## src/rtl/srch_pkg.sv

```systemverilog
package srch_pkg;

  typedef enum logic [2:0] {
    ST_IDLE,
    ST_WT_ID,
    ST_ISS_CMP,
    ST_WT_CMP,
    ST_ISS_DIR,
    ST_WT_DIR
  } srch_state_t;

  localparam logic SLOT_READ  = 1'b0;
  localparam logic SLOT_WRITE = 1'b1;

  // code returned when no device answered either read slot
  localparam logic [2:0] CODE_ABORT = 3'b011;

endpackage

```

## src/rtl/srch_slot_port.sv

```systemverilog
module srch_slot_port (
  input  logic clk,
  input  logic rst,
  input  logic launch,
  input  logic launch_wr,
  input  logic launch_bit,
  input  logic slot_ack,
  output logic slot_req,
  output logic slot_wr,
  output logic slot_wbit,
  output logic slot_taken
);

  always_ff @(posedge clk) begin
    if (rst) begin
      slot_req  <= 1'b0;
      slot_wr   <= 1'b0;
      slot_wbit <= 1'b0;
    end else if (launch) begin
      slot_req  <= 1'b1;
      slot_wr   <= launch_wr;
      slot_wbit <= launch_bit;
    end else if (slot_req && slot_ack) begin
      slot_req  <= 1'b0;
    end
  end

  assign slot_taken = slot_req && slot_ack;

  p_req_hold_r9: assert property (@(posedge clk) disable iff (rst)
    (slot_req && !slot_ack) |=> (slot_req && $stable(slot_wr) && $stable(slot_wbit)))
    else $error("request dropped or changed before acknowledge");

  p_req_drop_r9: assert property (@(posedge clk) disable iff (rst)
    (slot_req && slot_ack) |=> !slot_req)
    else $error("request still high after acknowledge");

  p_no_overlap_r9: assert property (@(posedge clk) disable iff (rst)
    launch |-> !slot_req)
    else $error("new slot launched over a pending one");

endmodule

```

## src/rtl/srch_resolve.sv

```systemverilog
module srch_resolve (
  input  logic id_bit,
  input  logic cmp_bit,
  input  logic pref,
  output logic abort,
  output logic dir
);

  always_comb begin
    abort = id_bit && cmp_bit;
    if (id_bit ^ cmp_bit) dir = id_bit;
    else                  dir = pref;
  end

endmodule

```

## src/rtl/srch_step_ctrl.sv

```systemverilog
module srch_step_ctrl
  import srch_pkg::*;
(
  input  logic       clk,
  input  logic       rst,
  input  logic       go,
  input  logic       pref_dir,
  input  logic       slot_taken,
  input  logic       slot_rbit,
  input  logic       abort,
  input  logic       dir,
  output logic       id_q,
  output logic       pref_q,
  output logic       launch,
  output logic       launch_wr,
  output logic       launch_bit,
  output logic       busy,
  output logic       done,
  output logic [2:0] result
);

  srch_state_t state;
  logic        cmp_q;
  logic        dir_q;

  always_comb begin
    launch     = (state == ST_IDLE && go) || state == ST_ISS_CMP || state == ST_ISS_DIR;
    launch_wr  = (state == ST_ISS_DIR) ? SLOT_WRITE : SLOT_READ;
    launch_bit = (state == ST_ISS_DIR) ? dir_q : 1'b1;
  end

  assign busy = (state != ST_IDLE);

  always_ff @(posedge clk) begin
    if (rst) begin
      state  <= ST_IDLE;
      id_q   <= 1'b0;
      cmp_q  <= 1'b0;
      dir_q  <= 1'b0;
      pref_q <= 1'b0;
      done   <= 1'b0;
      result <= 3'b000;
    end else begin
      done <= 1'b0;
      unique case (state)
        ST_IDLE: begin
          if (go) begin
            pref_q <= pref_dir;
            state  <= ST_WT_ID;
          end
        end
        ST_WT_ID: begin
          if (slot_taken) begin
            id_q  <= slot_rbit;
            state <= ST_ISS_CMP;
          end
        end
        ST_ISS_CMP: state <= ST_WT_CMP;
        ST_WT_CMP: begin
          if (slot_taken) begin
            cmp_q <= slot_rbit;
            if (abort) begin
              result <= CODE_ABORT;
              done   <= 1'b1;
              state  <= ST_IDLE;
            end else begin
              dir_q <= dir;
              state <= ST_ISS_DIR;
            end
          end
        end
        ST_ISS_DIR: state <= ST_WT_DIR;
        ST_WT_DIR: begin
          if (slot_taken) begin
            result <= {dir_q, cmp_q, id_q};
            done   <= 1'b1;
            state  <= ST_IDLE;
          end
        end
        default: state <= ST_IDLE;
      endcase
    end
  end

  p_done_pulse_r8: assert property (@(posedge clk) disable iff (rst)
    done |=> !done)
    else $error("done longer than one cycle");

  p_abort_code_r4: assert property (@(posedge clk) disable iff (rst)
    (done && result[0] && result[1]) |-> !result[2])
    else $error("abort code carries a direction");

  p_single_dir_r6: assert property (@(posedge clk) disable iff (rst)
    (done && (result[0] ^ result[1])) |-> (result[2] == result[0]))
    else $error("direction differs from identifier bit");

  p_no_write_abort_r4: assert property (@(posedge clk) disable iff (rst)
    (launch && launch_wr) |-> !(id_q && cmp_q))
    else $error("write slot launched after abort");

  p_busy_start_r10: assert property (@(posedge clk) disable iff (rst)
    (go && !busy) |=> busy)
    else $error("accepted go did not raise busy");

  p_result_hold_r8: assert property (@(posedge clk) disable iff (rst)
    !done |=> $stable(result) || done)
    else $error("result changed without done");

endmodule

```

## src/rtl/srch_step_seq.sv

```systemverilog
module srch_step_seq (
  input  logic       clk,
  input  logic       rst,
  input  logic       go,
  input  logic       pref_dir,
  output logic       busy,
  output logic       done,
  output logic [2:0] result,
  output logic       slot_req,
  output logic       slot_wr,
  output logic       slot_wbit,
  input  logic       slot_ack,
  input  logic       slot_rbit
);

  logic launch, launch_wr, launch_bit, slot_taken;
  logic id_q, pref_q, abort, dir;

  srch_step_ctrl u_ctrl (
    .clk        (clk),
    .rst        (rst),
    .go         (go),
    .pref_dir   (pref_dir),
    .slot_taken (slot_taken),
    .slot_rbit  (slot_rbit),
    .abort      (abort),
    .dir        (dir),
    .id_q       (id_q),
    .pref_q     (pref_q),
    .launch     (launch),
    .launch_wr  (launch_wr),
    .launch_bit (launch_bit),
    .busy       (busy),
    .done       (done),
    .result     (result)
  );

  // complement bit is resolved live on the acknowledge of the second read
  srch_resolve u_res (
    .id_bit  (id_q),
    .cmp_bit (slot_rbit),
    .pref    (pref_q),
    .abort   (abort),
    .dir     (dir)
  );

  srch_slot_port u_port (
    .clk        (clk),
    .rst        (rst),
    .launch     (launch),
    .launch_wr  (launch_wr),
    .launch_bit (launch_bit),
    .slot_ack   (slot_ack),
    .slot_req   (slot_req),
    .slot_wr    (slot_wr),
    .slot_wbit  (slot_wbit),
    .slot_taken (slot_taken)
  );

  p_idle_quiet_r10: assert property (@(posedge clk) disable iff (rst)
    (!busy && !go) |=> !slot_req || $past(slot_req))
    else $error("slot requested while idle");

endmodule

```

## config.mk

```make
export PLATFORM = sky130hd
export DESIGN_NAME = srch_step_seq
export DESIGN_NICKNAME = d
export VERILOG_FILES = /design/src/rtl/srch_pkg.sv /design/src/rtl/srch_slot_port.sv /design/src/rtl/srch_resolve.sv /design/src/rtl/srch_step_ctrl.sv /design/src/rtl/srch_step_seq.sv
export SDC_FILE = /design/constraint.sdc
export NUM_CORES = 1
export LEC_CHECK = 0
export ABC_CLOCK_PERIOD_IN_PS = 1600
export BUFFER_PORTS_ARGS = -buffer_cell sky130_fd_sc_hd__buf_4
export CORE_MARGIN = 8
export CORE_UTILIZATION = 45
export CTS_BUF_LIST = sky130_fd_sc_hd__clkbuf_16
export DETAILED_ROUTE_END_ITERATION = 7
export PLACE_DENSITY = 0.66
export SLEW_MARGIN = 20
export SYNTH_ARGS = -nofsm -noshare
export SYNTH_HDL_FRONTEND = slang
export SYNTH_SLANG_ARGS = --single-unit
```

## constraint.sdc

```tcl
create_clock -name clk -period 1.6 [get_ports clk]
set_input_delay 0.08 -clock clk [delete_from_list [all_inputs] [get_ports clk]]
set_output_delay 0.08 -clock clk [all_outputs]
set_load 0.01 [all_outputs]
```

== Word level (Yosys, flattened, before mapping) ==
Index checks and enable logic that the tools add are counted.

* Output and inout bits: 8
* Word-level logic and storage cells: 56
* Register bits: 14
* Input port bits: 6

* Reduce and logical (&&, ||, !) cells: 15
* Bitwise logic cells: 2
* Multiplexer cells: 19
* Equality and inequality tests: 10

{| class="wikitable"
|+ Operators with widths
! cell !! count
|-
| two-way mux 3 bit || 8
|-
| one-hot mux 3 bit (6 select lines) || 1
|-
| != test 2 bit (second input constant) || 5
|-
| two-way mux 1 bit || 8
|-
| AND reduction 4 bit || 2
|-
| equality test 3 x 2 -> 1 bit (second input constant) || 2
|-
| equality test 3 bit (second input constant) || 2
|-
| one-hot mux 3 bit (2 select lines) || 1
|-
| AND reduction 2 bit || 3
|-
| nonzero test 2 bit || 2
|-
| equality test 3 x 1 -> 1 bit (second input constant) || 1
|-
| logical AND 1 bit || 3
|-
| logical NOT 3 bit || 1
|-
| AND reduction 3 bit || 1
|-
| nonzero test 3 bit || 1
|-
| logical OR 1 bit || 2
|-
| one-hot mux 1 bit (2 select lines) || 1
|-
| inverter 1 bit || 1
|-
| bitwise XOR 1 bit || 1
|}

== Logic depth before layout (Yosys ltp) ==
Gate-level depths: netlist of the first run.

* Depth after elaboration: 5
* Gate-level depth with buffers: 4
* Depth with buffers taken out: 4

== Hierarchy ==
Synthesis of the first run repeated with hierarchy kept, for this count alone.

* Cells, all modules: 70
* Area, all modules: 674.4 µm²

{| class="wikitable"
|+ Modules (own cells, without submodules)
! module !! cells each !! area each (µm²) !! seq. area each (µm²) !! times used
|-
| srch_step_ctrl || 57 || 538.0 || 220.2 || 1
|-
| srch_slot_port || 11 || 108.9 || 60.1 || 1
|-
| srch_resolve || 2 || 27.5 || 0.0 || 1
|}

== Worst setup path after synthesis of the first run ==
No wires, ideal clock.

* Path kind: register to register
* Start point: reg u_ctrl.state[2]
* End point: reg u_ctrl.state[0]
* Library setup time: 116 ps
* Required time: 1484 ps
* Data arrival time: 1096 ps
* Cell stages (with the launch flop): 4
* Period minus slack after synthesis: 1212 ps
* Path slack: 388 ps
* Buffers on the path: 1
* Path through: dfxtp_1 > buf_2 > or3_1 > o211a_1

* Cells in the longest elaborated chain, start to end: 3
* Elaborated cells between the ends (all ways): 12
* Classes of those cells: 9 x eq/ne; 1 x mux; 2 x reduce/logical

{| class="wikitable"
|+ Ends and longest elaborated chain
! element !! line !! RTL
|-
| start: declaration || srch_step_ctrl.sv:22 || <nowiki>srch_state_t state;</nowiki>
|-
| start signal: assignment || srch_step_ctrl.sv:36 || <nowiki>state <= ST_IDLE;</nowiki>
|-
| start signal: assignment || srch_step_ctrl.sv:49 || <nowiki>state <= ST_WT_ID;</nowiki>
|-
| start signal: assignment || srch_step_ctrl.sv:55 || <nowiki>state <= ST_ISS_CMP;</nowiki>
|-
| equality test 3 bit (tied with other cells) || srch_step_ctrl.sv:45 || <nowiki>unique case (state)</nowiki>
|-
| != test 2 bit (no line) || - ||
|-
| AND reduction 4 bit (no line) || - ||
|}

Parallel ways exist; a longest one is shown, timed or not.
A chain may end at the register's enable or synchronous reset.

== Final worst setup path of the first run ==
* Start point: reg u_ctrl.state[2]
* End point: reg u_port.slot_wbit

* Cells in the longest elaborated chain, start to end: 4
* Elaborated cells between the ends (all ways): 7
* Classes of those cells: 2 x eq/ne; 1 x mux; 4 x reduce/logical

{| class="wikitable"
|+ Ends and longest elaborated chain
! element !! line !! RTL
|-
| logical NOT 3 bit || srch_step_ctrl.sv:27 || <nowiki>launch = (state == ST_IDLE && go) || state == ST_ISS_CMP || state == ST_ISS_DIR;</nowiki>
|-
| logical AND 1 bit || srch_step_ctrl.sv:27 ||
|-
| logical OR 1 bit (2 in series) || srch_step_ctrl.sv:27 ||
|-
| end signal: assignment || srch_slot_port.sv:22 || <nowiki>slot_wbit <= launch_bit;</nowiki>
|-
| end: declaration || srch_slot_port.sv:10 || <nowiki>output logic slot_wbit,</nowiki>
|}

Parallel ways exist; a longest one is shown, timed or not.

==> results.json, run 1 <==
{
  "syn_area_um2": 646,
  "synthCells": 66,
  "wl_um": 1340,
  "critPathKind": "register to register",
  "antenna_found_initial": 0,
  "tightest_slew_ns": 0.416,
  "synth_area_leaders": "dfxtp_1 43%, nand2b_1 3.9%, mux2i_1 3.1%",
  "finalPower_mw": 0.899,
  "cp.buffers_inverters": 0,
  "setup_total_negative_slack_ns": 0,
  "dp_hpwl_um": 973,
  "grt_pass1_vias": 509,
  "postCtsHoldBufs": 0,
  "yosysMostFrequentCell": "dfxtp_1",
  "portBuffers": 13,
  "clk_path_buf_depth": 2,
  "setup_viol": 0,
  "place_congestion": 0.758,
  "synth_warnings": 0,
  "rsz0062_at_grt": "no",
  "power.density_nw_per_um2": 1100,
  "max_cap_viol_count": 0,
  "grt_start_max_net_pins": 13,
  "r2r_end": "u_port.slot_wbit",
  "ys_ff_latch": 14,
  "antenna_cells": 0,
  "skew_ns": 0.00143,
  "drive_above_1_share_pct": 27.8,
  "cp_slowest_cell": "dfxtp_1",
  "finalCritPeriodShare_pct": 90.3,
  "grt_usage_pct": 10.5,
  "timing.final.ws_setup_ns": 0.155,
  "fin_nets": 88,
  "cts_htree_levels": 1,
  "post_cts_buffers": 0,
  "drc": 0,
  "vias": 520,
  "synth_edf_count": 0,
  "vdd_drop_max_mv": 0.737,
  "root_buffer": "clkbuf_16",
  "slew_headroom_pct": 72.3,
  "dr.max_layer_used": "met4",
  "gr-total-overflow": 0,
  "yosysSeqAreaShare_pct": 43.4,
  "rr_startpoint": "u_ctrl.state[2]",
  "wl_met1_um": 648,
  "fmax_mhz": 692,
  "die_w_um": 53.9,
  "pin_count": 14,
  "synthArstFlopShare_pct": 0,
  "rows": 13,
  "die_area_um2": 2900,
  "cts_buffers": 3,
  "cts_tree": "built",
  "arrival_ns": 1.57,
  "dr_wl_met2_um": 576,
  "whs_endpoint": "u_ctrl.pref_q",
  "synth_nets": 73,
  "ctsResizeCount": 0,
  "pre_cts_ws_ns": 0.234,
  "hold_class": "primary input to register",
  "maxSlewViolCount": 0,
  "status": "finished, final reports clean",
  "ys_top_cells_by_count": "14 x dfxtp_1, 5 x nor2_1, 4 x nand2b_1, 4 x nor3_1",
  "core_area_um2": 1320,
  "routed_via_density": 5.53,
  "die_h_um": 53.9,
  "reg2reg_slack_ns": 0.16,
  "synth.top_cell.area_share_pct": 43.4,
  "crit_required_ns": 1.73,
  "crit_family": "flip-flops",
  "fin_crit_ns": 1.44,
  "leakage_nw": 0.346,
  "grt_pass1_wl_um": 2240,
  "detail-route-antenna-nets": 0,
  "crit_path_cell_trace": "nor2b_1, nand2b_1, o221a_1",
  "drt_iter0_markers": 10,
  "worstRegToRegCells": 3,
  "clk_pin_slew_ns": 0.04,
  "insertion_delay_ns": 0.24,
  "nFillCells": 112,
  "synth.distinct_cells": 33,
  "cts_sinks": 14,
  "start_util_pct": 49.0,
  "drt-pass1-iter-count": 4,
  "min_from": "pref_dir",
  "wl_per_cell_um": 14.3,
  "final-hold-violation-count": 0,
  "syn_avg_cell_area_um2": 9.78,
  "wl_met3_um": 79,
  "cp-start-kind": "register",
  "crit_path_max_fanout": 12,
  "ys.flop_type": "dfxtp_1",
  "synth_top_cell_by_area": "dfxtp_1",
  "hold_depth": 3,
  "syn2layout_area_growth_pct": 27.1,
  "cpPeakStageDelay_ns": 0.57,
  "crit_path_end_kind": "register"
}
power breakdown:
group          switching, mW  total, mW  internal [mW]  leakage, nW
logic                 0.0327     0.0693         0.0366        0.195
clock network          0.133      0.459          0.326       0.0370
registers             0.0109      0.371          0.360        0.114
total                  0.177      0.899          0.723        0.346
final cells by class:
type	count	area, um^2	area share, %
tap	15	18.8	2.29
clock buffer	3	75.1	9.15
timing repair buffer	14	105	12.8
multi-input combinational	45	330	40.2
sequential	14	280	34.1
inverter	3	11.3	1.37
worst max path at each step:
stage	start	end	slack (ns)	depth (start not counted)
after detailed placement	u_ctrl.state[2]	u_port.slot_wbit	0.23	3
after floorplan	u_ctrl.state[2]	u_ctrl.state[0]	0.39	3
after global routing	u_ctrl.state[2]	u_port.slot_wbit	0.03	3
after global placement	u_ctrl.state[2]	u_port.slot_wbit	0.23	3
after CTS	u_ctrl.state[2]	u_port.slot_wbit	0.15	3
final	u_ctrl.state[2]	u_port.slot_wbit	0.16	3
routing by layer:
| layer | track usage [%] | vias to the layer above |
|---|---|---|
| met3 | 3.86 | 5 |
| met1 | 12.0 | 240 |
| met2 | 15.6 | 11 |
| met5 | 0 | - |
| met4 | 7.56 | 0 |
| li1 | - | 264 |
kinds of logic after synthesis:
logic type,after synthesis,synth area share (%)
simple gates,24,22.7
compound gates,16,20.3
buf+inv,7,5.42
mux,3,4.84
xor+xnor,1,1.36
fa+ha+maj,1,1.94
flops,14,43.4
metrics by stage:
| step | cell area (um^2) | instances | hold WS, ns | utilization (%) |
|---|---|---|---|---|
| 2_1_floorplan | 646 | 66 | 0.227 | - |
| 5_1_grt | 821 | 94 | 0.103 | 62.3 |
| 3_3_place_gp | 746 | 91 | 0.328 | 56.6 |
| 6_report | 821 | 94 | 0.0947 | 62.3 |
| 4_1_cts | 821 | 94 | 0.0923 | 62.3 |
| 3_5_place_dp | 746 | 91 | 0.344 | 56.6 |
placed cells by master (no fill, tap or decap):
master / synthesis / routed
nand2b_1: 4 / 4
a21oi_1: 2 / 2
and3_1: 1 / 1
o211a_1: 1 / 1
xnor2_1: 1 / 1
o21ai_2: 1 / 1
o41ai_1: 1 / 1
o31ai_1: 2 / 2
a211oi_2: 1 / 1
or3_1: 1 / 1
o211ai_1: 1 / 1
o311ai_1: 1 / 1
buf_4: 2 / 14
and3b_1: 1 / 1
mux2i_1: 2 / 2
o221a_1: 1 / 1
a211oi_1: 1 / 1
o22ai_1: 1 / 1
nor2b_1: 3 / 3
nor2_1: 5 / 5
dfxtp_1: 14 / 14
nand2_1: 2 / 2
mux2_1: 1 / 1
nor4b_2: 1 / 1
nor3_1: 4 / 4
clkbuf_16: 0 / 3
inv_1: 3 / 3
o21a_1: 2 / 2
ha_1: 1 / 1
nor3_2: 1 / 1
a311o_1: 1 / 1
nand3_2: 1 / 1
flip-flops by register name, indices dropped and copies added, names as in the netlist:
name and cells:
u_ctrl.result 3, u_ctrl.state 3, u_ctrl.cmp_q 1, u_ctrl.dir_q 1, u_ctrl.done 1, u_ctrl.id_q 1, u_ctrl.pref_q 1, u_port.slot_req 1
u_port.slot_wbit 1, u_port.slot_wr 1
worst reg2reg max path, cell delays in order (launching register included):
cell and delay (ns):
dfxtp_1 0.57, nor2b_1 0.38, nand2b_1 0.13, o221a_1 0.25
(Power assumes the default switching activity.)
==> run 2: changes to the inputs <==
CELL_PAD_IN_SITES_DETAIL_PLACEMENT = 0   (was default)
CELL_PAD_IN_SITES_GLOBAL_PLACEMENT = 1   (was default)
CORE_UTILIZATION = 38   (was 45)
PLACE_DENSITY = 0.72   (was 0.66)
==> run 2 against run 1 <==
Net effect: hold slack worse by 0.016 ns; largest power group unchanged; clock power up 2%; critical path depth unchanged; via count up 1.9%; fmax down 1.1%; cell area up 1.7%; wire length up 6.0%; sequential power about the same; clock skew about the same; final cell count up 4.3%; die area up 13%; core utilization down 12 points.
==> results.json, run 2 (synthesized netlist as in run 1, its figures left out) <==
{
  "grt_start_max_net_pins": 13,
  "power.density_nw_per_um2": 1090,
  "fin_nets": 89,
  "fin_hold_ws_ns": 0.0790,
  "crit_required_ns": 1.72,
  "final_common_cell": "buf_4",
  "die_area_um2": 3270,
  "status": "finished, final reports clean",
  "final_cells": 98,
  "antenna_cells": 0,
  "wl_per_cell_um": 14.5,
  "setup_viol": 0,
  "cts_sinks": 14,
  "drt_iter0_markers": 7,
  "slew_headroom_pct": 71.6,
  "postCtsHoldBufs": 0,
  "die_w_um": 57.2,
  "max_cap_viol_count": 0,
  "root_buffer": "clkbuf_16",
  "pre_cts_ws_ns": 0.198,
  "setup_total_negative_slack_ns": 0,
  "rows": 15,
  "drc": 0,
  "drt-pass1-iter-count": 4,
  "start_util_pct": 38.7,
  "fin_crit_ns": 1.46,
  "clk_pin_slew_ns": 0.05,
  "layout_common_cells": "15 x buf_4, 14 x dfxtp_1, 5 x nor2_1",
  "finalCritPeriodShare_pct": 91.3,
  "fmax_mhz": 684,
  "gr-total-overflow": 0,
  "cts_htree_levels": 1,
  "ctsResizeCount": 0,
  "die_h_um": 57.2,
  "detail-route-antenna-nets": 0,
  "leakage_nw": 0.351,
  "cts_tree": "built",
  "drive_above_1_share_pct": 28.4,
  "reg_top3": "u_ctrl.result x3, u_ctrl.state x3",
  "timing.final.ws_setup_ns": 0.139,
  "antenna_found_initial": 0,
  "cp-start-kind": "register",
  "stdcell_area_um2": 835,
  "critPathKind": "register to register",
  "clk_path_buf_depth": 2,
  "pin_count": 14,
  "vias": 530,
  "wl_um": 1420,
  "arrival_ns": 1.58,
  "crit_path_max_fanout": 12,
  "portBuffers": 13,
  "grt_pass1_wl_um": 2390,
  "final-hold-violation-count": 0,
  "maxSlewViolCount": 0,
  "cts_buffers": 3,
  "vdd_drop_max_mv": 0.587,
  "place_congestion": 0.776,
  "grt_pass1_vias": 551,
  "routed_via_density": 5.41,
  "insertion_delay_ns": 0.24,
  "core_area_um2": 1670,
  "dp_hpwl_um": 1040,
  "tightest_slew_ns": 0.425,
  "placed_cell_area_um2": 756,
  "rsz0062_at_grt": "no",
  "syn2layout_area_growth_pct": 29.3,
  "crit_path_end_kind": "register",
  "hold_class": "primary input to register",
  "post_cts_buffers": 0,
  "grt_usage_pct": 9.34,
  "skew_ns": 0.00114,
  "place_inst": 94
}
-- run 2: changes by cell type in the layout (fill, tap and decap cells not counted) --
cell      delta
buf_4        +1
clkinv_1     +1
-- run 2: path summary, 6_finish.rpt --
path              slack, ns          endpoint  cells past startpoint        startpoint
setup / recovery       0.14  u_ctrl.result[2]                      3   u_ctrl.state[2]
setup reg to reg       0.14  u_ctrl.result[2]                      3   u_ctrl.state[2]
hold reg to reg        0.44  u_ctrl.result[1]                      2  u_ctrl.result[1]
hold / removal         0.08     u_ctrl.pref_q                      3          pref_dir
-- run 2: layout make-up --
type / instances / area, um^2
clock buffer: 3 / 75.1
clock inverter: 1 / 3.75
fill: 160 / 836
inverter: 3 / 11.3
multi-input combinational: 45 / 330
sequential: 14 / 280
tap: 17 / 21.3
timing repair buffer: 15 / 113
-- run 2: per-stage QoR --
step | total power [mW] | utilization, %
floorplan | 0.417 | -
global placement | 0.447 | 45.2
detailed placement | 0.447 | 45.2
CTS | 0.925 | 50.0
global route | 0.947 | 50.0
finish | 0.910 | 50.0
-- run 2: worst max-delay path, stage by stage, from the launching register on --
cell and delay (ns):
dfxtp_1 0.57, nor2b_1 0.36, nor3_1 0.12, a311o_1 0.29
-- run 2: routing by layer --
metal	GRT usage (%)	wire [um]	part of all wire [%]	up-vias
met5	0	0	0	-
met4	7.14	16	1.1	0
met3	3.36	51	3.6	2
met2	14.0	677	48	8
met1	10.5	677	48	249
li1	-	-	-	271
-- run 2: power breakdown --
part	internal, mW	switching (mW)
combinational	0.0375	0.0335
sequential	0.360	0.0105
clock	0.330	0.139
==> run 3: changes to the inputs <==
HOLD_SLACK_MARGIN = 0.15   (was default)
==> run 3 against run 2 <==
Net effect: clock-buffer cell count unchanged; power grew 0.72%; clock skew up 0.00052 ns; combinational power rose by 10%; sequential cell count is the same; core utilization up 2.4 points; critical path depth stayed put; clock power barely moved; sequential power about the same; cell area is 4.8% higher; die area stayed put; critical endpoint unchanged; largest cell class unchanged; largest power group unchanged; highest routed layer unchanged.
==> results.json, run 3 (synthesized netlist as in run 1, its figures left out) <==
{
  "status": "finished, final reports clean",
  "maxSlewViolCount": 0,
  "cts_tree": "built",
  "gr-total-overflow": 0,
  "antenna_cells": 0,
  "whs_endpoint": "u_port.slot_req",
  "dp_hpwl_um": 1040,
  "insertion_delay_ns": 0.24,
  "worstRegToRegCells": 3,
  "drc": 0,
  "start_util_pct": 38.7,
  "core_area_um2": 1670,
  "grt_pass1_wl_um": 2420,
  "power.density_nw_per_um2": 1050,
  "max_cap_viol_count": 0,
  "min_from": "slot_ack",
  "hold_depth": 3,
  "syn2layout_area_growth_pct": 35.5,
  "fin_nets": 93,
  "pin_count": 14,
  "crit_required_ns": 1.72,
  "fin_crit_ns": 1.46,
  "ff_latch_area_um2": 280,
  "drive_above_1_share_pct": 27.1,
  "die_w_um": 57.2,
  "slew_headroom_pct": 71.9,
  "tightest_slew_ns": 0.421,
  "antenna_found_initial": 0,
  "post_cts_buffers": 0,
  "arrival_ns": 1.58,
  "setup_total_negative_slack_ns": 0,
  "reg_top3": "u_ctrl.result x3, u_ctrl.state x3",
  "final-hold-violation-count": 0,
  "grt_pass1_vias": 554,
  "timing.final.ws_setup_ns": 0.141,
  "rr_startpoint": "u_ctrl.state[2]",
  "vdd_drop_max_mv": 0.586,
  "skew_ns": 0.00166,
  "place_congestion": 0.776,
  "fmax_mhz": 685,
  "hold_class": "primary input to register",
  "detail-route-antenna-nets": 0,
  "wl_um": 1420,
  "finalCritPeriodShare_pct": 91.2,
  "clk_pin_slew_ns": 0.05,
  "cp-start-kind": "register",
  "routed_via_density": 5.25,
  "reg2reg_slack_ns": 0.14,
  "rows": 15,
  "rsz0062_at_grt": "no",
  "pre_cts_ws_ns": 0.198,
  "die_h_um": 57.2,
  "crit_path_end_kind": "register",
  "multiInputGateArea_um2": 330,
  "final_common_cell": "buf_4",
  "vias": 536,
  "cts_buffers": 3,
  "r2r_end": "u_ctrl.result[2]",
  "layout_common_cells": "15 x buf_4, 14 x dfxtp_1, 5 x nor2_1",
  "leakage_nw": 0.368,
  "cts_sinks": 14,
  "critPathKind": "register to register",
  "drt_iter0_markers": 7,
  "wl_per_cell_um": 13.9,
  "grt_start_max_net_pins": 13,
  "grt_usage_pct": 9.44,
  "portBuffers": 13,
  "drt-pass1-iter-count": 4,
  "clk_path_buf_depth": 2,
  "root_buffer": "clkbuf_16",
  "die_area_um2": 3270,
  "cts_htree_levels": 1,
  "nFillCells": 156,
  "setup_viol": 0,
  "crit_path_max_fanout": 12
}
==> run 3: critical path, cell delays in order, from the launching register on <==
cell,delay [ns]
dfxtp_1,0.57
nor2b_1,0.36
nor3_1,0.12
a311o_1,0.29
==> run 3: metal layers <==
layer / vias to the layer above / part of all wire (%) / global-route usage, %
li1: 280 / - / -
met5: - / 0 / 0
met3: 2 / 3.6 / 3.36
met4: 0 / 1.1 / 6.43
met1: 246 / 49 / 10.8
met2: 8 / 46 / 14.3
==> run 3: where the power goes <==
group          internal [mW]  total [mW]  switching (mW)
registers              0.360       0.370          0.0103
logic                 0.0438      0.0783          0.0345
clock network          0.330       0.468           0.138
total                  0.733       0.917           0.183
==> run 3: final cells by class <==
| cell class | count | share of cell area (%) |
|---|---|---|
| clock buffer | 3 | 8.58 |
| clock inverter | 1 | 0.429 |
| inverter | 3 | 1.29 |
| multi-input combinational | 45 | 37.8 |
| sequential | 14 | 32.0 |
| tap | 17 | 2.43 |
| timing repair buffer | 19 | 17.5 |
==> run 3: stage by stage <==
step                      util (%)  power (mW)  area (um^2)  hold WS, ns  std cells
after floorplan                  -       0.417          646        0.227         66
after global placement        45.2       0.447          756        0.321         94
after detailed placement      45.2       0.447          756        0.332         94
after CTS                     52.4       0.933          875        0.171        102
after global routing          52.4       0.955          875        0.181        102
final                         52.4       0.917          875        0.173        102
==> run 3: worst max path at each step <==
stage / startpoint / endpoint / slack (ns) / cells after the start
floorplan: u_ctrl.state[2] / u_ctrl.state[0] / 0.39 / 3
global placement: u_ctrl.state[2] / u_ctrl.result[2] / 0.28 / 3
finish: u_ctrl.state[2] / u_ctrl.result[2] / 0.14 / 3
global route: u_ctrl.state[2] / u_ctrl.result[2] / 0.08 / 3
detailed placement: u_ctrl.state[2] / u_ctrl.result[2] / 0.20 / 3
CTS: u_ctrl.state[2] / u_ctrl.result[2] / 0.15 / 3
==> run 3: repair_timing <==
action | in CTS | in global routing
endpoints found under the hold margin | 8 | 0
hold buffers | 4 | 0
resized for setup | 0 | 0
